### config.mk
export PLATFORM = sky130hd
export DESIGN_NAME = sshift_port
export DESIGN_NICKNAME = d
export VERILOG_FILES = /design/src/rtl/sshift_pkg.sv /design/src/rtl/sshift_tick.sv /design/src/rtl/sshift_intclk.sv /design/src/rtl/sshift_extsync.sv /design/src/rtl/sshift_core.sv /design/src/rtl/sshift_port.sv
export SDC_FILE = /design/constraint.sdc
export NUM_CORES = 1
export LEC_CHECK = 0
export BUFFER_PORTS_ARGS = -buffer_cell sky130_fd_sc_hd__buf_4
export CAP_MARGIN = 20
export CORE_MARGIN = 1.5
export CORE_UTILIZATION = 55
export DETAILED_ROUTE_END_ITERATION = 16
export HOLD_SLACK_MARGIN = 0.15
export PLACE_DENSITY = 0.81
export SYNTH_ARGS = -nofsm -noshare
export SYNTH_HDL_FRONTEND = slang
export SYNTH_HIERARCHICAL = 1
export SYNTH_SLANG_ARGS = --single-unit
### constraint.sdc
create_clock -name clk -period 4.3 [get_ports clk]
set_input_delay 0.86 -clock clk [delete_from_list [all_inputs] [get_ports clk]]
set_output_delay 0.86 -clock clk [all_outputs]
set_load 0.01 [all_outputs]
### src/rtl/sshift_pkg.sv
package sshift_pkg;

  // Bit of the shift register presented on the data line for a given order.
  function automatic int unsigned tx_index(input int unsigned width, input logic lsb_first);
    return lsb_first ? 0 : width - 1;
  endfunction

  // Prescaler tap, limited to the highest implemented stage.
  function automatic int unsigned tap_index(input int unsigned sel, input int unsigned taps);
    return (sel >= taps) ? taps - 1 : sel;
  endfunction

  // Half period of the internal shift clock in system clocks:
  // the instruction clock divided by two gives one instruction per half.
  function automatic int unsigned half_cycles(input int unsigned insn_div);
    return insn_div;
  endfunction

endpackage

### src/rtl/sshift_tick.sv
module sshift_tick #(
  parameter int unsigned INSN_DIV = 6,
  parameter int unsigned PRE_W    = 12,
  parameter int unsigned SEL_W    = 4
) (
  input  logic             clk,
  input  logic             rst_n,
  input  logic [SEL_W-1:0] div_sel,
  output logic             div_clk
);
  import sshift_pkg::*;

  localparam int unsigned CW = (INSN_DIV > 1) ? $clog2(INSN_DIV) : 1;
  localparam int unsigned IW = (PRE_W > 1) ? $clog2(PRE_W) : 1;

  logic [CW-1:0]    ins_cnt;
  logic             insn_tick;
  logic [PRE_W-1:0] pre;
  logic [IW-1:0]    tap;

  assign insn_tick = (ins_cnt == CW'(INSN_DIV - 1));
  assign tap       = IW'(tap_index(int'(div_sel), PRE_W));
  assign div_clk   = pre[tap];

  always_ff @(posedge clk or negedge rst_n) begin
    if (!rst_n) begin
      ins_cnt <= '0;
      pre     <= '0;
    end else begin
      if (insn_tick) begin
        ins_cnt <= '0;
        pre     <= pre + 1'b1;
      end else begin
        ins_cnt <= ins_cnt + 1'b1;
      end
    end
  end
endmodule

### src/rtl/sshift_intclk.sv
module sshift_intclk #(
  parameter int unsigned INSN_DIV = 6
) (
  input  logic clk,
  input  logic rst_n,
  input  logic run,
  output logic lvl,
  output logic fall_p,
  output logic rise_p
);
  import sshift_pkg::*;

  localparam int unsigned HALF = half_cycles(INSN_DIV);
  localparam int unsigned CW   = (HALF > 1) ? $clog2(HALF) : 1;

  logic [CW-1:0] cnt;
  logic          wrap;

  assign wrap   = run && (cnt == CW'(HALF - 1));
  assign fall_p = wrap && lvl;
  assign rise_p = wrap && !lvl;

  always_ff @(posedge clk or negedge rst_n) begin
    if (!rst_n) begin
      lvl <= 1'b1;
      cnt <= '0;
    end else if (!run) begin
      lvl <= 1'b1;
      cnt <= '0;
    end else if (wrap) begin
      lvl <= ~lvl;
      cnt <= '0;
    end else begin
      cnt <= cnt + 1'b1;
    end
  end
endmodule

### src/rtl/sshift_extsync.sv
module sshift_extsync #(
  parameter int unsigned STAGES = 2
) (
  input  logic clk,
  input  logic rst_n,
  input  logic sck_i,
  output logic fall_p,
  output logic rise_p
);
  // STAGES synchroniser flops plus one history flop for edge detection.
  logic [STAGES:0] pipe;
  logic            cur;
  logic            prev;

  assign cur    = pipe[STAGES-1];
  assign prev   = pipe[STAGES];
  assign rise_p = cur && !prev;
  assign fall_p = !cur && prev;

  always_ff @(posedge clk or negedge rst_n) begin
    if (!rst_n) pipe <= '1;
    else        pipe <= {pipe[STAGES-1:0], sck_i};
  end
endmodule

### src/rtl/sshift_core.sv
module sshift_core #(
  parameter int unsigned DATA_W = 8
) (
  input  logic              clk,
  input  logic              rst_n,
  input  logic              lsb_first,
  input  logic              serial_en,
  input  logic              start,
  input  logic              wr_en,
  input  logic [DATA_W-1:0] wr_data,
  input  logic              ctl_we,
  input  logic              ctl_ext_clk,
  input  logic              ctl_tx_dir,
  input  logic              fall_evt,
  input  logic              rise_evt,
  input  logic              sdi,
  output logic              busy,
  output logic              done,
  output logic              start_acc,
  output logic              ext_sel,
  output logic              tx_dir,
  output logic              out_bit,
  output logic [DATA_W-1:0] shreg
);
  import sshift_pkg::*;

  localparam int unsigned BW = (DATA_W > 1) ? $clog2(DATA_W) : 1;
  localparam int unsigned IW = BW;

  logic [BW-1:0]     bitcnt;
  logic [IW-1:0]     oidx;
  logic              shift_now;
  logic              emit_now;
  logic              last_bit;
  logic [DATA_W-1:0] shifted;

  assign start_acc = start && !busy && serial_en;
  assign shift_now = busy && rise_evt;
  assign emit_now  = busy && fall_evt;
  assign last_bit  = (bitcnt == BW'(DATA_W - 1));
  assign oidx      = IW'(tx_index(DATA_W, lsb_first));
  assign shifted   = lsb_first ? {sdi, shreg[DATA_W-1:1]} : {shreg[DATA_W-2:0], sdi};

  always_ff @(posedge clk or negedge rst_n) begin
    if (!rst_n) begin
      busy    <= 1'b0;
      done    <= 1'b0;
      bitcnt  <= '0;
      shreg   <= '0;
      out_bit <= 1'b1;
      ext_sel <= 1'b0;
      tx_dir  <= 1'b0;
    end else begin
      if (start_acc) begin
        busy   <= 1'b1;
        done   <= 1'b0;
        bitcnt <= '0;
      end else if (shift_now) begin
        shreg <= shifted;
        if (last_bit) begin
          busy <= 1'b0;
          done <= 1'b1;
        end else begin
          bitcnt <= bitcnt + 1'b1;
        end
      end else if (wr_en && !busy) begin
        shreg <= wr_data;
      end

      if (emit_now) out_bit <= shreg[oidx];

      if (ctl_we && !busy) begin
        ext_sel <= ctl_ext_clk;
        tx_dir  <= ctl_tx_dir;
      end
    end
  end
endmodule

### src/rtl/sshift_port.sv
module sshift_port #(
  parameter int unsigned DATA_W      = 8,
  parameter int unsigned INSN_DIV    = 6,
  parameter int unsigned PRE_W       = 12,
  parameter int unsigned SEL_W       = 4,
  parameter int unsigned SYNC_STAGES = 2
) (
  input  logic              clk,
  input  logic              rst_n,
  input  logic              cfg_lsb_first,
  input  logic              cfg_serial_en,
  input  logic              cfg_bidir,
  input  logic [SEL_W-1:0]  cfg_div_sel,
  input  logic              ctl_we,
  input  logic              ctl_ext_clk,
  input  logic              ctl_tx_dir,
  input  logic              wr_en,
  input  logic [DATA_W-1:0] wr_data,
  input  logic              start,
  output logic [DATA_W-1:0] rd_data,
  output logic              done,
  input  logic              sck_i,
  output logic              sck_o,
  output logic              sck_oe,
  input  logic              sdi_i,
  output logic              sdo_o,
  output logic              sdio_o,
  output logic              sdio_oe
);
  logic busy, start_acc, ext_sel, tx_dir, out_bit;
  logic int_lvl, int_fall, int_rise, ext_fall, ext_rise;
  logic fall_evt, rise_evt, run_int, div_clk;

  assign run_int  = busy && !ext_sel;
  assign fall_evt = ext_sel ? ext_fall : int_fall;
  assign rise_evt = ext_sel ? ext_rise : int_rise;

  sshift_tick #(.INSN_DIV(INSN_DIV), .PRE_W(PRE_W), .SEL_W(SEL_W)) u_tick (
    .clk(clk), .rst_n(rst_n), .div_sel(cfg_div_sel), .div_clk(div_clk)
  );

  sshift_intclk #(.INSN_DIV(INSN_DIV)) u_intclk (
    .clk(clk), .rst_n(rst_n), .run(run_int),
    .lvl(int_lvl), .fall_p(int_fall), .rise_p(int_rise)
  );

  sshift_extsync #(.STAGES(SYNC_STAGES)) u_sync (
    .clk(clk), .rst_n(rst_n), .sck_i(sck_i),
    .fall_p(ext_fall), .rise_p(ext_rise)
  );

  sshift_core #(.DATA_W(DATA_W)) u_core (
    .clk(clk), .rst_n(rst_n),
    .lsb_first(cfg_lsb_first), .serial_en(cfg_serial_en),
    .start(start), .wr_en(wr_en), .wr_data(wr_data),
    .ctl_we(ctl_we), .ctl_ext_clk(ctl_ext_clk), .ctl_tx_dir(ctl_tx_dir),
    .fall_evt(fall_evt), .rise_evt(rise_evt), .sdi(sdi_i),
    .busy(busy), .done(done), .start_acc(start_acc),
    .ext_sel(ext_sel), .tx_dir(tx_dir), .out_bit(out_bit), .shreg(rd_data)
  );

  assign sck_o   = cfg_serial_en ? int_lvl : div_clk;
  assign sck_oe  = cfg_serial_en ? !ext_sel : 1'b1;
  assign sdo_o   = cfg_bidir ? 1'b1 : out_bit;
  assign sdio_o  = out_bit;
  assign sdio_oe = cfg_bidir && tx_dir;
endmodule

==> impl_metrics.csv <==
group,metric,value,unit
status,run_status,"complete, no violations",
cts,root_buffer,"clkbuf_4",
sta,drv_slew,0,
worst_setup_path,critPathSlowestCell,"mux4_2",
route,routed.top_layer,"met4",
sta,max_freq,0.3042,GHz
power,power.leakage,1.152,nW
worst_setup_path,critPathLaunchType,"input port",
cts,clock_latency,340,ps
worst_setup_path,required,3440,ps
synthesis,netlist_instances,168,
cts,cts_sinks,38,
worst_setup_path,worstPathArrival,2430,ps
synthesis,avgSynthCellArea,11.75,sq um
worst_setup_path,reg2reg_from,"u_core/busy",
sta,clock_skew,13.56,ps
synthesis,synthesis.area,1974,sq um
cells_and_area,layoutNonFillerInstCount,254,
cells_and_area,insertedDiodeCount,0,
worst_setup_path,r2r-end,"u_core/shreg[3]",
min_path,min_from,"u_sync/pipe[0]",
synthesis,syn-num-nets,197,
synthesis,synth_cell_types,43,
cts,htree_num_levels,2,
route,routedWlPerCell,14.25,um
global_routing,grt_pass1_wl,6279,um
global_routing,grt_overflow,0,
sta,tns,0,ps
synthesis,yosysMostFrequentCell,"dfrtp_1",
global_routing,track_usage,0.2044,
power,powerDensity,486.0,nW/um^2
floorplanning,io_pins,38,
synthesis,synth_common_cells,"33 x dfrtp_1, 16 x nor2_1, 14 x mux2i_1, 14 x nand2_1, 7 x a221o_1",
cells_and_area,seqCellArea,957.2,sq um
min_path,holdPathStages,0,
floorplanning,fp-row-count,21,
synthesis,synth_edf_count,0,
worst_setup_path,slowest_delay,500,ps
cells_and_area,area_delta_synth_final,19.01,%
synthesis,yosysWarnings,6,
placed_design,placed_area,2267,sq um
sta,finalSetupViolCount,0,
cells_and_area,nFillCells,260,
cts,hold_buffers,0,
synthesis,ys_seq_area_frac,0.4848,
worst_setup_path,critical_path.most_common_cell,"buf_4",
route,first_pass_iters,4,
min_path,hold_path_end,"u_sync/pipe[1]",
route,vias_per_cell,5.504,
cts,cts_max_path_buffers,2,
route,drc_errors,0,
power,p_int,0.7736,mW
sta,post-route-period-util,0.7645,
placed_design,gp_congestion,0.7768,
power,pwr-share-seq,0.463,
synthesis,yosysTopAreaCell,"dfrtp_1",
global_routing,antenna_found_initial,0,
sta,tightestPinTransition,454.3,ps
sta,whs,364.5,ps
cts,cts_resized,0,
min_path,min_path_type,"register to register",
sta,rsz0062_at_grt,"false",
cts,postCtsSetupRepairBufs,0,
cells_and_area,fin_nets,236,
worst_setup_path,reg2reg_depth,6,
cells_and_area,drive_gt1_frac,0.3317,
sta,post-route-min-period,3287,ps
floorplanning,core_area,3390,sq um
cts,cts_made_buffers,5,
floorplanning,die_y,62.92,um
placed_design,dpl.hpwl,2761,um
route,dr_wl_met2,1872,um
power,power_switching,0.3684,mW
worst_setup_path,cp_max_fo,6,
sta,fin_ws,1013,ps
global_routing,grt_max_degree,39,
placed_design,post-place-ws,1027,ps
global_routing,grt_pass1_vias,1396,
floorplanning,dieArea,3958,sq um
route,routedLengthMet1,1524,um
run,max_cap_violations,0,
placed_design,dp_cells,246,
cts,clk_pin_slew,120,ps
route,vias,1398,
power,combPwrFrac,0.324,
route,dr_wl_met3,201,um
worst_setup_path,end_kind,"primary output",
power,clkPwrFrac,0.213,
worst_setup_path,r2r_slack,2250,ps
synthesis,synth-main-ff-cell,"dfrtp_1",
sta,slew_headroom,0.6972,
power,peakVddDrop,0.2730,mV
synthesis,yosysTopAreaCellShare,0.4183,
sta,hold_viol_final,0,
synthesis,synth_area_leaders,"dfrtp_1 42%, mux2i_1 7.1%, dfstp_2 6.7%",
route,first_iter_violations,64,
route,wl,3620,um
synthesis,async_reset_ff_frac,1.000,
cells_and_area,multi_input_area,963.4,sq um
floorplanning,initial_utilization,0.5825,
power,p_sw_frac,0.3226,
floorplanning,die_w,62.92,um
placed_design,port_buffers,37,
worst_setup_path,crit_chain,"buf_4 > mux4_2 > or3_1 > nand3_1 > a31oi_1 > mux2_1 > buf_4",
route,ant_nets,0,
synthesis,synth_seq_cells,38,
worst_setup_path,crit_type,"input port to primary output",
cts,cts_tree,"done",
cells_and_area,final_area,2350,sq um
-- cells by family after synthesis --
group,share of synthesized area
xor gates and xnor gates,0.05323
and+or+nand+nor,0.1977
DFF,0.4848
AOI/OAI and AO/OA,0.07921
muxes,0.1261
buffers and inverters,0.02724
adders and majority gates,0.03169
-- cells in the final DEF, fill, tap and decap left out, types with 3 or more instances in the layout --
master,count
dfstp_2,5
clkbuf_4,5
mux2_2,4
buf_4,37
a21o_1,3
nor3b_2,3
dfrtp_1,33
xnor2_1,6
mux2i_1,14
nand2_1,14
a21oi_1,3
nor2_1,16
a221o_1,7
nor2b_1,4
nand3_1,5
inv_1,3
ha_1,5
xor2_1,6
-- layer usage --
layer / track usage / vias up
met2: 0.3457 / 44
met3: 0.07207 / 2
li1: - / 675
met5: 0 / -
met1: 0.2491 / 677
met4: 0.05000 / 0
-- layout make-up --
| type | count | area share |
|---|---|---|
| Clock buffer | 5 | 0.01597 |
| Tap cell | 46 | 0.02449 |
| Timing Repair Buffer | 37 | 0.1182 |
| Multi-Input combinational cell | 122 | 0.4100 |
| Sequential cell | 38 | 0.4073 |
| Inverter | 3 | 0.004792 |
| Clock inverter | 3 | 0.01917 |
-- through the flow --
stage / total power [mW] / utilization
floorplan: 0.7550 / -
global placement: 0.8873 / 0.6689
detailed placement: 0.9067 / 0.6689
CTS: 1.151 / 0.6932
global route: 1.209 / 0.6932
finish: 1.142 / 0.6932
-- power groups by stage --
stage                     clock [mW]  combinational (mW)  sequential (mW)
after floorplan                    0               0.227            0.528
after global placement             0               0.357            0.530
after detailed placement           0               0.370            0.536
after CTS                      0.249               0.373            0.529
after global routing           0.266               0.402            0.541
final                          0.243               0.370            0.529
-- worst max-delay path by stage --
stage / from / to / slack (ps) / cells past startpoint
CTS: cfg_div_sel[0] / sck_o / 1020 / 7
detailed placement: cfg_div_sel[0] / sck_o / 1030 / 7
finish: cfg_div_sel[0] / sck_o / 1010 / 7
global placement: cfg_div_sel[0] / sck_o / 1080 / 7
global route: cfg_div_sel[0] / sck_o / 960 / 7
floorplan: cfg_div_sel[0] / sck_o / 1270 / 6
-- flip-flops by register name, summed over array words and instances (netlist names) --
| signal | count |
|---|---|
| u_core/bitcnt | 3 |
| u_tick/pre | 12 |
| u_core/done | 1 |
| u_intclk/cnt | 3 |
| u_core/shreg | 8 |
| u_sync/pipe | 3 |
| u_core/out_bit | 1 |
| u_tick/ins_cnt | 3 |
| u_core/busy | 1 |
| u_intclk/lvl | 1 |
| u_core/ext_sel | 1 |
| u_core/tx_dir | 1 |
-- critical path: cells and delay by family --
family	cells	cell delay [ps]
multiplexers	2	790
buffers and inverters	2	270
AO/OA/AOI/OAI	1	60
AND/OR/NAND/NOR	2	430
Power figures use the tool's default switching activity.
